==> src/rtl/hs_pkg.sv <==
package hs_pkg;
  localparam int unsigned HS_NUM_CH = 2;

  typedef enum logic [1:0] {
    CH_IDLE,
    CH_REQ,
    CH_RTZ,
    CH_DONE
  } ch_state_e;

  typedef enum logic [1:0] {
    PA_IDLE,
    PA_FIRST,
    PA_SECOND,
    PA_ACK
  } pa_state_e;
endpackage

==> src/rtl/hs_child_ch.sv <==
module hs_child_ch
  import hs_pkg::*;
(
  input  logic clk_i,
  input  logic rst_ni,
  input  logic go_i,
  input  logic ack_i,
  output logic req_o,
  output logic done_o
);

  ch_state_e state_q, state_d;

  always_comb begin
    state_d = state_q;
    unique case (state_q)
      CH_IDLE, CH_DONE: if (go_i)   state_d = CH_REQ;
      CH_REQ:           if (ack_i)  state_d = CH_RTZ;
      CH_RTZ:           if (!ack_i) state_d = CH_DONE;
      default:                      state_d = CH_IDLE;
    endcase
  end

  always_ff @(posedge clk_i or negedge rst_ni) begin
    if (!rst_ni) state_q <= CH_IDLE;
    else         state_q <= state_d;
  end

  assign req_o  = (state_q == CH_REQ);
  assign done_o = (state_q == CH_DONE);

  AST_REQ_HOLD: assert property (@(posedge clk_i) disable iff (!rst_ni)
    req_o && !ack_i |=> req_o);
  AST_NO_REQ_ACK_HI: assert property (@(posedge clk_i) disable iff (!rst_ni)
    !req_o && ack_i |=> !req_o);
  AST_DONE_AT_ZERO: assert property (@(posedge clk_i) disable iff (!rst_ni)
    $rose(done_o) |-> !req_o && !ack_i);

endmodule

==> src/rtl/hs_parent_fsm.sv <==
module hs_parent_fsm
  import hs_pkg::*;
#(
  parameter bit PAR_MODE = 1'b0
) (
  input  logic                 clk_i,
  input  logic                 rst_ni,
  input  logic                 p_req_i,
  input  logic [HS_NUM_CH-1:0] done_i,
  output logic [HS_NUM_CH-1:0] go_o,
  output logic                 p_ack_o
);

  pa_state_e state_q, state_d;
  logic [HS_NUM_CH-1:0] first_go;
  logic                 first_join;

  generate
    if (PAR_MODE) begin : g_par
      assign first_go   = '1;
      assign first_join = &done_i;
    end else begin : g_seq
      assign first_go   = HS_NUM_CH'(1);
      assign first_join = done_i[0];
    end
  endgenerate

  always_comb begin
    state_d = state_q;
    go_o    = '0;
    unique case (state_q)
      PA_IDLE: if (p_req_i) begin
        state_d = PA_FIRST;
        go_o    = first_go;
      end
      PA_FIRST: if (first_join) begin
        if (PAR_MODE) begin
          state_d = PA_ACK;
        end else begin
          state_d = PA_SECOND;
          go_o    = HS_NUM_CH'(2);
        end
      end
      PA_SECOND: if (done_i[1]) state_d = PA_ACK;
      PA_ACK:    if (!p_req_i)  state_d = PA_IDLE;
      default:                  state_d = PA_IDLE;
    endcase
  end

  always_ff @(posedge clk_i or negedge rst_ni) begin
    if (!rst_ni) state_q <= PA_IDLE;
    else         state_q <= state_d;
  end

  assign p_ack_o = (state_q == PA_ACK);

  AST_ACK_HOLD: assert property (@(posedge clk_i) disable iff (!rst_ni)
    p_ack_o && p_req_i |=> p_ack_o);
  AST_GO_ONEHOT_SEQ: assert property (@(posedge clk_i) disable iff (!rst_ni)
    !PAR_MODE |-> $onehot0(go_o));

endmodule

==> src/rtl/hs_seq_par.sv <==
module hs_seq_par
  import hs_pkg::*;
#(
  parameter bit PAR_MODE = 1'b0
) (
  input  logic clk_i,
  input  logic rst_ni,
  input  logic p_req_i,
  output logic p_ack_o,
  output logic a1_req_o,
  input  logic a1_ack_i,
  output logic a2_req_o,
  input  logic a2_ack_i
);

  logic [HS_NUM_CH-1:0] ack_v, req_v, go_v, done_v;

  assign ack_v = {a2_ack_i, a1_ack_i};

  hs_parent_fsm #(.PAR_MODE(PAR_MODE)) i_parent (
    .clk_i   (clk_i),
    .rst_ni  (rst_ni),
    .p_req_i (p_req_i),
    .done_i  (done_v),
    .go_o    (go_v),
    .p_ack_o (p_ack_o)
  );

  for (genvar c = 0; c < HS_NUM_CH; c++) begin : g_ch
    hs_child_ch i_ch (
      .clk_i  (clk_i),
      .rst_ni (rst_ni),
      .go_i   (go_v[c]),
      .ack_i  (ack_v[c]),
      .req_o  (req_v[c]),
      .done_o (done_v[c])
    );
  end

  assign a1_req_o = req_v[0];
  assign a2_req_o = req_v[1];

  generate
    if (PAR_MODE) begin : g_ast_par
      AST_PAR_TOGETHER: assert property (@(posedge clk_i) disable iff (!rst_ni)
        $rose(a1_req_o) |-> $rose(a2_req_o));
    end else begin : g_ast_seq
      AST_SEQ_ORDER: assert property (@(posedge clk_i) disable iff (!rst_ni)
        $rose(a2_req_o) |-> !a1_req_o && !a1_ack_i);
    end
  endgenerate

  AST_ACK_AT_ZERO: assert property (@(posedge clk_i) disable iff (!rst_ni)
    $rose(p_ack_o) |-> !a1_req_o && !a1_ack_i && !a2_req_o && !a2_ack_i);
  AST_ACK_FALL: assert property (@(posedge clk_i) disable iff (!rst_ni)
    $fell(p_ack_o) |-> !p_req_i);
  AST_IDLE_QUIET: assert property (@(posedge clk_i) disable iff (!rst_ni)
    !p_req_i && !p_ack_o |-> !a1_req_o && !a2_req_o);
  AST_RESET_LOW: assert property (@(posedge clk_i)
    !rst_ni |-> !p_ack_o && !a1_req_o && !a2_req_o);

endmodule

==> config.mk <==
export PLATFORM = sky130hd
export DESIGN_NAME = hs_seq_par
export DESIGN_NICKNAME = d
export VERILOG_FILES = /design/src/rtl/hs_pkg.sv /design/src/rtl/hs_child_ch.sv /design/src/rtl/hs_parent_fsm.sv /design/src/rtl/hs_seq_par.sv
export SDC_FILE = /design/constraint.sdc
export NUM_CORES = 1
export LEC_CHECK = 0
export ABC_AREA = 1
export BUFFER_PORTS_ARGS = -buffer_cell sky130_fd_sc_hd__buf_2
export CORE_AREA = 10 10 47 49
export DETAILED_ROUTE_END_ITERATION = 10
export DIE_AREA = 0 0 57 59
export MAX_ROUTING_LAYER = met4
export PLACE_DENSITY = 0.71
export SYNTH_ARGS = -nofsm -noshare
export SYNTH_HDL_FRONTEND = slang
export SYNTH_HIERARCHICAL = 1
export SYNTH_SLANG_ARGS = --single-unit
export TNS_END_PERCENT = 20
==> constraint.sdc <==
create_clock -name clk_i -period 1.68 [get_ports clk_i]
set_clock_uncertainty 0.05 [all_clocks]
set_input_delay 0.504 -clock clk_i [delete_from_list [all_inputs] [get_ports clk_i]]
set_output_delay 0.504 -clock clk_i [all_outputs]
set_load 0.02 [all_outputs]
==> summary.txt <==
Min path
  • Hold WC Path Type: in2async

CTS
  • Clock Sink Count: 6
  • Cts bufs inserted: 3
  • Postcts setup bufs: 0
  • Htree depth: 1
  • # hold bufs at CTS: 0
  • Clock latency on the worst-skew pair: 0.23 ns
  • CTS tree: yes
  • Post-CTS resize count: 0
  • Max Root-Sink Buffers: 2
  • Root Driver: clkbuf_4
  • Clock transition at path regs: 0.04 ns

Floorplan
  • Die span in x: 57 um
  • Core area: 1400 sq um
  • Die Y: between 50 and 60 um
  • Die Area: 3360 sq um
  • Num rows: 14
  • I/O pin count: 8
  • Initial Util: 41.9%

Routing
  • Vias/cell: 4.42
  • Initial DRC count: 8
  • Antenna Violating Nets Remaining: 0
  • Drt pass-1 iters: 2
  • WL per Instance: 8.62 um
  • Final WL: 914 um
  • Via count: 468
  • DRC viols: 0

Finish
  • Area growth, synth to finish: 14.5%
  • Final-stage net count: 108
  • Most common cell after layout, fill and taps aside: nand2_1
  • # diodes: 0
  • Commonest cells after routing, fill and taps aside: nand2_1, inv_1, ha_1
  • Fillers: 148
  • Register area: approximately 150 sq um
  • Fraction of layout cells with a size suffix above 1: 26.7%
  • Area of the multi-input gates: ~360 sq um
  • Design area: 672 sq um

Placed design
  • Port bufs: 7
  • Final HPWL DP: roughly 830 um
  • DP Area: 642 sq um
  • RD Place Congestion: 0.749

Global routing
  • GRT Total Usage: between 5 and 6%
  • Vias in the first global route: 458
  • Initial antenna violation count: 0
  • First-pass GRT wire length: 1610 um
  • Global route overflow: 0
  • Largest net degree at the start of global routing: 7

Timing
  • Worst slew margin: between 90% and 100%
  • Fin crit share: 96.4%
  • Min cycle time layout: 1.62 ns
  • Slew @ Worst Pin: 0.149 ns
  • Count of final setup violators: 0
  • RSZ-0062 raised after global routing: no
  • Slew Viols, Final: 0
  • Achievable Freq: 0.618 GHz
  • TNS Setup: 0 ns
  • Fin. Hold Viols: 0

Pwr
  • Pwr dens: 1910 nW/um^2
  • Leak: slightly above 0.4 nW
  • Overall Power: between 0.001 and 0.0015 W
  • Worst IR Drop VDD: 0.00119 V

Critical path
  • Arrival @ worst endpoint: 1.07 ns
  • CP Launch Type: flop
  • Crit Path Class: reg2out
  • CP Capture Type: output pin
  • Required @ worst endpoint: between 1 and 1.5 ns
  • CP max FO: 4

Synth
  • Mapped cell area: 587 sq um
  • Mapped Cells: 80
  • Distinct cell type count after synthesis: 12
  • Syn Area/Cell: approximately 7.3 sq um
  • Post-synthesis register bit count: 6
  • Synth warn: 6
  • Share of the yosys chip area belonging to registers: 25.6%
  • Yosys top cell by area: dfrtp_1
  • Net count after synthesis: 96
  • Synth top area share: 25.6%
  • Most area-consuming cells after synthesis: dfrtp_1, ha_1, nand2_1

Job
  • Max-Cap Viols: 0

Run status
  • Run status: completed
-- critical path, cell delays in order (launching register included) --
cell,delay (ns)
dfrtp_1,0.41
ha_1,0.25
buf_4,0.17
-- registers in the layout, indices dropped and copies added, names as in the netlist --
| register | count |
|---|---|
| g_ch.i_ch/state_q | 4 |
| i_parent/state_q | 2 |
-- metal layers --
metal	global-route usage, %	vias up	part of all wire [%]
met3	2.58	0	3.1
met2	11.6	3	56
met5	-	-	0
met1	5.00	212	40
li1	-	253	-
met4	1.01	0	0
-- area by class of cell --
class / count / share of cell area (%)
repair buffers: 7 / 5.96
multi-input cells: 53 / 53.6
well taps: 16 / 2.98
flip-flops and latches: 6 / 22.3
clock buffers: 3 / 3.35
inverters: 21 / 11.7
-- synth_stat cells --
library cell / number
ha_1: 11
or2_2: 1
inv_1: 19
nor2_4: 1
dfrtp_1: 6
inv_2: 2
nand3_2: 2
nand2_1: 25
nand2_2: 4
nand3_1: 4
o21ai_1: 2
nand2_4: 3
-- report_power, final --
group	total, W	switching (W)	internal, W
clock	0.000123	0.0000428	0.0000802
sequential	0.000298	0.0000748	0.000224
combinational	0.000863	0.000509	0.000355
-- path summary, 6_finish.rpt --
| check | start | endpoint | slack (ns) | cells after the start |
|---|---|---|---|---|
| worst max register to register | i_parent/state_q[0] | i_parent/state_q[0] | 0.41 | 5 |
| max in group asynchronous | rst_ni | g_ch[0].i_ch/state_q[1] | 1.41 | 1 |
| worst min register to register | g_ch[0].i_ch/state_q[1] | g_ch[0].i_ch/state_q[1] | 0.48 | 2 |
| worst min-delay path | rst_ni | g_ch[1].i_ch/state_q[1] | 0.03 | 1 |
| min in group clk_i | g_ch[0].i_ch/state_q[1] | g_ch[0].i_ch/state_q[1] | 0.48 | 2 |
| worst max-delay path | g_ch[0].i_ch/state_q[0] | a1_req_o | 0.06 | 2 |
-- stage by stage --
step                setup slack, ns  cells  hold slack (ns)  utilization, %
CTS                          0.0345    106           0.0284            47.4
global placement              0.317    103            0.280            45.8
floorplan                     0.396     80            0.158               -
detailed placement            0.294    103            0.280            45.8
finish                       0.0606    106           0.0327            47.9
global route                0.00133    106           0.0204            47.9
-- cell families after synthesis --
kind of cell,count (synthesis),synth area share (%)
flip-flops,6,25.6
buffers and inverters,21,13.4
adder cells (fa/ha/maj),11,23.5
AND/OR/NAND/NOR,40,35.8
AO/OA/AOI/OAI,2,1.71
Power figures use the tool's default switching activity.
